**src/rtl/tt_frame_pkg.sv**
```systemverilog
package tt_frame_pkg;
    localparam int unsigned ID_W_DEF    = 11;
    localparam int unsigned LEN_W_DEF   = 7;
    localparam int unsigned CYC_W_DEF   = 6;
    localparam int unsigned HCRC_W_DEF  = 11;
    localparam int unsigned FCRC_W_DEF  = 24;
    localparam int unsigned WORD_W_DEF  = 16;

    typedef enum logic [2:0] {
        ST_IDLE,
        ST_HDR,
        ST_PGET,
        ST_PHI,
        ST_PLO,
        ST_TRL
    } asm_state_e;
endpackage

```
**src/rtl/tt_crc_serial.sv**
```systemverilog
module tt_crc_serial #(
    parameter int unsigned       CW   = 11,
    parameter int unsigned       DW   = 8,
    parameter logic [CW-1:0]     POLY = '0
) (
    input  logic [CW-1:0] crc_in,
    input  logic [DW-1:0] data,
    output logic [CW-1:0] crc_out
);
    logic [CW-1:0] acc;
    logic          fb;

    always_comb begin
        acc = crc_in;
        fb  = 1'b0;
        for (int i = DW - 1; i >= 0; i--) begin
            fb  = acc[CW-1] ^ data[i];
            acc = {acc[CW-2:0], 1'b0};
            if (fb) begin
                acc = acc ^ POLY;
            end
        end
        crc_out = acc;
    end
endmodule

```
**src/rtl/tt_hdr_pack.sv**
```systemverilog
module tt_hdr_pack
    import tt_frame_pkg::*;
#(
    parameter int unsigned         ID_W      = ID_W_DEF,
    parameter int unsigned         LEN_W     = LEN_W_DEF,
    parameter int unsigned         CYC_W     = CYC_W_DEF,
    parameter int unsigned         HCRC_W    = HCRC_W_DEF,
    parameter logic [HCRC_W-1:0]   HCRC_POLY = 11'h385,
    parameter logic [HCRC_W-1:0]   HCRC_INIT = 11'h01A,
    localparam int unsigned        COV_W     = 2 + ID_W + LEN_W,
    localparam int unsigned        HDR_W     = 5 + ID_W + LEN_W + HCRC_W + CYC_W
) (
    input  logic             rsv,
    input  logic             pre,
    input  logic             nul,
    input  logic             syn,
    input  logic             stup,
    input  logic [ID_W-1:0]  fid,
    input  logic [LEN_W-1:0] len,
    input  logic [CYC_W-1:0] cyc,
    output logic [HDR_W-1:0] hdr
);
    logic [COV_W-1:0]  cov;
    logic [HCRC_W-1:0] hcrc;

    assign cov = {syn, stup, fid, len};

    tt_crc_serial #(
        .CW   (HCRC_W),
        .DW   (COV_W),
        .POLY (HCRC_POLY)
    ) hcrc_i (
        .crc_in  (HCRC_INIT),
        .data    (cov),
        .crc_out (hcrc)
    );

    assign hdr = {rsv, pre, nul, syn, stup, fid, len, hcrc, cyc};
endmodule

```
**src/rtl/tt_frame_asm.sv**
```systemverilog
module tt_frame_asm
    import tt_frame_pkg::*;
#(
    parameter int unsigned         ID_W      = ID_W_DEF,
    parameter int unsigned         LEN_W     = LEN_W_DEF,
    parameter int unsigned         CYC_W     = CYC_W_DEF,
    parameter int unsigned         HCRC_W    = HCRC_W_DEF,
    parameter int unsigned         FCRC_W    = FCRC_W_DEF,
    parameter int unsigned         WORD_W    = WORD_W_DEF,
    parameter logic [HCRC_W-1:0]   HCRC_POLY = 11'h385,
    parameter logic [HCRC_W-1:0]   HCRC_INIT = 11'h01A,
    parameter logic [FCRC_W-1:0]   FCRC_POLY = 24'h5D6DCB,
    parameter logic [FCRC_W-1:0]   FCRC_INIT = 24'hFEDCBA
) (
    input  logic              clk,
    input  logic              rst_n,
    input  logic              go,
    input  logic              f_rsv,
    input  logic              f_pre,
    input  logic              f_null,
    input  logic              f_sync,
    input  logic              f_stup,
    input  logic [ID_W-1:0]   f_id,
    input  logic [LEN_W-1:0]  f_len,
    input  logic [CYC_W-1:0]  f_cyc,
    input  logic [WORD_W-1:0] pl_word,
    input  logic              pl_valid,
    output logic              pl_ready,
    output logic [7:0]        ob_data,
    output logic              ob_valid,
    output logic              ob_sof,
    output logic              ob_last,
    output logic              frm_idle,
    output logic              cfg_err
);
    localparam int unsigned HDR_W     = 5 + ID_W + LEN_W + HCRC_W + CYC_W;
    localparam int unsigned HDR_BYTES = HDR_W / 8;
    localparam int unsigned TRL_BYTES = FCRC_W / 8;
    localparam int unsigned IDX_W     = 3;

    typedef struct packed {
        asm_state_e         st;
        logic [IDX_W-1:0]   idx;
        logic [HDR_W-1:0]   hdr;
        logic [FCRC_W-1:0]  fcrc;
        logic [LEN_W-1:0]   left;
        logic [WORD_W-1:0]  word;
        logic               err;
    } asm_regs_t;

    asm_regs_t r_d, r_q;

    logic [HDR_W-1:0]  hdr_new;
    logic [HDR_W-1:0]  hdr_sh;
    logic [FCRC_W-1:0] fcrc_sh;
    logic [FCRC_W-1:0] fcrc_upd;

    tt_hdr_pack #(
        .ID_W      (ID_W),
        .LEN_W     (LEN_W),
        .CYC_W     (CYC_W),
        .HCRC_W    (HCRC_W),
        .HCRC_POLY (HCRC_POLY),
        .HCRC_INIT (HCRC_INIT)
    ) pack_i (
        .rsv  (f_rsv),
        .pre  (f_pre),
        .nul  (f_null),
        .syn  (f_sync),
        .stup (f_stup),
        .fid  (f_id),
        .len  (f_len),
        .cyc  (f_cyc),
        .hdr  (hdr_new)
    );

    tt_crc_serial #(
        .CW   (FCRC_W),
        .DW   (8),
        .POLY (FCRC_POLY)
    ) fcrc_i (
        .crc_in  (r_q.fcrc),
        .data    (ob_data),
        .crc_out (fcrc_upd)
    );

    assign hdr_sh  = r_q.hdr  << {r_q.idx, 3'b000};
    assign fcrc_sh = r_q.fcrc << {r_q.idx, 3'b000};

    always_comb begin
        r_d      = r_q;
        r_d.err  = 1'b0;
        pl_ready = 1'b0;
        ob_data  = 8'h00;
        ob_valid = 1'b0;
        ob_sof   = 1'b0;
        ob_last  = 1'b0;
        unique case (r_q.st)
            ST_IDLE: begin
                if (go) begin
                    if (f_stup && !f_sync) begin
                        r_d.err = 1'b1;
                    end else begin
                        r_d.st   = ST_HDR;
                        r_d.idx  = '0;
                        r_d.hdr  = hdr_new;
                        r_d.fcrc = FCRC_INIT;
                        r_d.left = f_len;
                    end
                end
            end
            ST_HDR: begin
                ob_valid = 1'b1;
                ob_data  = hdr_sh[HDR_W-1 -: 8];
                ob_sof   = (r_q.idx == '0);
                r_d.fcrc = fcrc_upd;
                if (r_q.idx == IDX_W'(HDR_BYTES - 1)) begin
                    r_d.idx = '0;
                    r_d.st  = (r_q.left == '0) ? ST_TRL : ST_PGET;
                end else begin
                    r_d.idx = r_q.idx + IDX_W'(1);
                end
            end
            ST_PGET: begin
                pl_ready = 1'b1;
                if (pl_valid) begin
                    r_d.word = pl_word;
                    r_d.st   = ST_PHI;
                end
            end
            ST_PHI: begin
                ob_valid = 1'b1;
                ob_data  = r_q.word[WORD_W-1 -: 8];
                r_d.fcrc = fcrc_upd;
                r_d.st   = ST_PLO;
            end
            ST_PLO: begin
                ob_valid = 1'b1;
                ob_data  = r_q.word[7:0];
                r_d.fcrc = fcrc_upd;
                r_d.left = r_q.left - LEN_W'(1);
                if (r_q.left > LEN_W'(1)) begin
                    pl_ready = 1'b1;
                    if (pl_valid) begin
                        r_d.word = pl_word;
                        r_d.st   = ST_PHI;
                    end else begin
                        r_d.st   = ST_PGET;
                    end
                end else begin
                    r_d.idx = '0;
                    r_d.st  = ST_TRL;
                end
            end
            ST_TRL: begin
                ob_valid = 1'b1;
                ob_data  = fcrc_sh[FCRC_W-1 -: 8];
                if (r_q.idx == IDX_W'(TRL_BYTES - 1)) begin
                    ob_last = 1'b1;
                    r_d.idx = '0;
                    r_d.st  = ST_IDLE;
                end else begin
                    r_d.idx = r_q.idx + IDX_W'(1);
                end
            end
            default: r_d.st = ST_IDLE;
        endcase
    end

    always_ff @(posedge clk or negedge rst_n) begin
        if (!rst_n) begin
            r_q      <= '0;
            r_q.st   <= ST_IDLE;
        end else begin
            r_q      <= r_d;
        end
    end

    assign frm_idle = (r_q.st == ST_IDLE);
    assign cfg_err  = r_q.err;


    sof_noready_chk: assert property (@(posedge clk) disable iff (!rst_n)
        ob_sof |-> !pl_ready);


    last_then_quiet_chk: assert property (@(posedge clk) disable iff (!rst_n)
        ob_last |=> !ob_valid);


    sof_single_chk: assert property (@(posedge clk) disable iff (!rst_n)
        ob_sof |=> !ob_sof);


    err_no_frame_chk: assert property (@(posedge clk) disable iff (!rst_n)
        cfg_err |-> (frm_idle && !ob_valid));


    take_then_emit_chk: assert property (@(posedge clk) disable iff (!rst_n)
        (pl_valid && pl_ready) |=> (ob_valid && !ob_last && !ob_sof));
endmodule

```
**config.mk**
```make
export PLATFORM = sky130hd
export DESIGN_NAME = tt_frame_asm
export DESIGN_NICKNAME = d
export VERILOG_FILES = /design/src/rtl/tt_frame_pkg.sv /design/src/rtl/tt_crc_serial.sv /design/src/rtl/tt_hdr_pack.sv /design/src/rtl/tt_frame_asm.sv
export SDC_FILE = /design/constraint.sdc
export NUM_CORES = 1
export LEC_CHECK = 0
export BUFFER_PORTS_ARGS = -buffer_cell sky130_fd_sc_hd__buf_2
export CAP_MARGIN = 20
export CORE_MARGIN = 3
export CORE_UTILIZATION = 54
export CTS_BUF_LIST = sky130_fd_sc_hd__clkbuf_4 sky130_fd_sc_hd__clkbuf_8 sky130_fd_sc_hd__clkbuf_16
export CTS_CLUSTER_SIZE = 28
export DETAILED_ROUTE_END_ITERATION = 10
export PLACE_DENSITY_LB_ADDON = 0.2
export SETUP_SLACK_MARGIN = 0.5
export SYNTH_ARGS = -nofsm -noshare
export SYNTH_HDL_FRONTEND = slang
export SYNTH_SLANG_ARGS = --single-unit
```
**constraint.sdc**
```tcl
create_clock -name clk -period 3.6 [get_ports clk]
set_clock_uncertainty 0.2 [all_clocks]
set_input_delay 0.54 -clock clk [delete_from_list [all_inputs] [get_ports clk]]
set_output_delay 0.54 -clock clk [all_outputs]
set_load 0.02 [all_outputs]
```
==> results.yml <==
grt:
  antenna_found_initial: 0
  grt_pass1_wl_mm: 24.3
  grt_util_met2: 0.450
  grt.total_usage: 0.264
  grt.overflow.total: 0
  grt.met3_usage: 0.0323
  busiest_layer: "met2"
  gr-usage-met1: 0.343
  grt_pass1_vias: 4749
  grt_max_degree: 60
synthesis:
  synth_top_area_frac: 0.403
  yosysTopAreaCell: "dfrtp_1"
  ys_warn_count: 0
  ys_types: 52
  ys.flop_type: "dfrtp_1"
  synthesis.area_um2: 5840
  seq_area_frac_synth: 0.403
  syn_nets: 660
  synth_async_sr_flop_share: 1.00
  yosys-top-cells-area: "dfrtp_1 40%, xnor2_1 14%, nand2_1 8.2%, xor2_1 4.2%, mux2_2 3.5%"
  synth-edff-count: 0
  synth-seq-cells: 94
  synth_cells: 605
  synth_common_cells: "127 x nand2_1, 94 x dfrtp_1, 90 x xnor2_1, 38 x o21ai_0, 34 x nor2_1"
  synth_area_per_cell_um2: 9.65
  yosysMostFrequentCell: "nand2_1"
setup_path:
  critical_path_class: "reg2reg"
  r2r_setup_slack_ns: 0.43
  arrival_ns: 3.21
  cp.required_ns: 3.64
  r2r_cells: 11
  cp_max_fo: 6
  r2r-end: "r_q[44]"
  worstSetupEndpointType: "register"
  cp-start-kind: "register"
  timing.rr.start: "r_q[88]"
cts:
  h-tree-depth: 3
  numCtsBuffers: 9
  cts.sink_count: 94
  clkLatencyLatePin_ns: 0.36
  clockBufferDepth: 2
  cts_tree: "yes"
  hold_buffers: 0
  clockRootBuffer: "clkbuf_8"
  clk_pin_slew_ns: 0.10
sta:
  min_period_ns: 3.17
  rsz0062_at_grt: "yes"
  post-route-period-util: 0.880
  fin_tns_setup_ns: 0
  slew_headroom: 0.423
  fmax_mhz: 316
  tightest_slew_ns: 0.862
  setup_viol: 0
  finalHoldViolations: 0
  drv_slew: 0
placed_design:
  post-dp-hpwl_mm: 11.1
  place_congestion: 0.960
  io_buffers: 62
  post_dp_cell_area_um2: 6390
  placed_cells: 789
layout:
  fin_cells: 833
  drive_gt1_frac: 0.283
  final_area_um2: 7120
  fin_nets: 747
  syn_to_final_growth_pct: 22.0
  n_antenna_cell: 0
  post-route-util: 0.683
status:
  status: "complete, no violations"
detailed_routing:
  wire_per_inst_um: 19.2
  ant_nets: 0
  route.detailed.drc: 0
  drt-initial-drc-count: 349
  firstDrtPassIters: 8
  viasPerCell: 5.72
  vias: 4764
  wl_mm: 16.0
floorplanning:
  start_util: 0.560
  io_pins: 63
  rows: 37
  dieArea_um2: 12100
  coreArea_um2: 10400
  die_h_um: 110
  die_x_um: 110
run:
  maxCapViolCount: 0
hold_path:
  min_path_type: "in2async"
==> routing by layer <==
| metal | vias to the layer above | routed length [µm] | share of wire |
|---|---|---|---|
| li1 | 2206 | - | - |
| met1 | 2371 | 6650 | 0.41 |
| met2 | 152 | 8190 | 0.51 |
| met3 | 35 | 684 | 0.043 |
| met4 | 0 | 505 | 0.032 |
| met5 | - | 0 | 0 |
==> how the worst max path moves through the flow <==
stage             from       to  slack, ns  cells after the start
2_1_floorplan  r_q[90]  r_q[35]       0.29                     11
4_1_cts        r_q[91]  r_q[35]       0.47                      9
3_3_place_gp   r_q[88]  r_q[32]       0.29                     10
6_report       r_q[88]  r_q[44]       0.43                     11
3_5_place_dp   r_q[88]  r_q[32]       0.21                     10
5_1_grt        r_q[91]  r_q[35]       0.31                      9
==> cell families after synthesis <==
family,synth area share
muxes,0.0759
buffers and inverters,0.0330
and+or+nand+nor,0.149
DFF,0.403
adders and majority gates,0.0129
AOI/OAI and AO/OA,0.106
xor gates and xnor gates,0.220
==> sequential cells by signal (all words and copies together) (netlist names) <==
name and cells:
r_q 93, cfg_err 1
==> critical path, cell delays in order (launching register included) <==
cell      delay [ns]
dfrtp_1         0.44
buf_12          0.15
mux4_2          0.51
nand2_2         0.10
o211ai_1        0.16
xor2_2          0.18
buf_4           0.18
xnor3_2         0.49
xor2_4          0.24
buf_4           0.17
xnor2_1         0.14
a21oi_1         0.09
==> final cells by class <==
class                      instances  area, µm²
clock buffer                      10        138
timing repair buffer             109        746
inverter                          12       48.8
clock inverter                     6       68.8
tap                              136        170
fill                             817       3300
multi-input combinational        466       3590
sequential                        94       2360
==> repair_timing <==
item                                    CTS  global route
pin swaps                                12            18
gates resized for setup                  19            31
endpoints found under the setup margin   16            16
cloned                                    1             0
buffers inserted                         15            11
hold endpoints to repair                  0             0
==> stage by stage <==
step | setup WS [ns] | hold slack [ns]
floorplan | 0.293 | 0.0444
global placement | 0.292 | 0.253
detailed placement | 0.211 | 0.258
CTS | 0.468 | 0.0564
global route | 0.307 | 0.0784
finish | 0.432 | 0.0339
==> layout by cell type (no fill, tap or decap), types with 5 or more instances in the layout <==
cell,Yosys,final
a21oi_1,21,20
a222oi_1,6,6
buf_2,7,61
buf_4,2,39
clkbuf_8,0,10
dfrtp_1,94,91
ha_1,6,6
inv_1,12,11
mux2_2,18,18
mux2i_1,6,6
mux4_2,8,8
nand2_1,127,126
nor2_1,34,32
nor2b_1,6,5
nor3_1,5,5
o21ai_0,38,37
xnor2_1,90,78
xnor2_2,1,8
xnor2_4,0,5
xor2_1,28,22
xor2_2,3,5
Power is left out: the tool's default activity adds up to more than one toggle a clock period on the data nets, which glitch-free logic cannot reach.
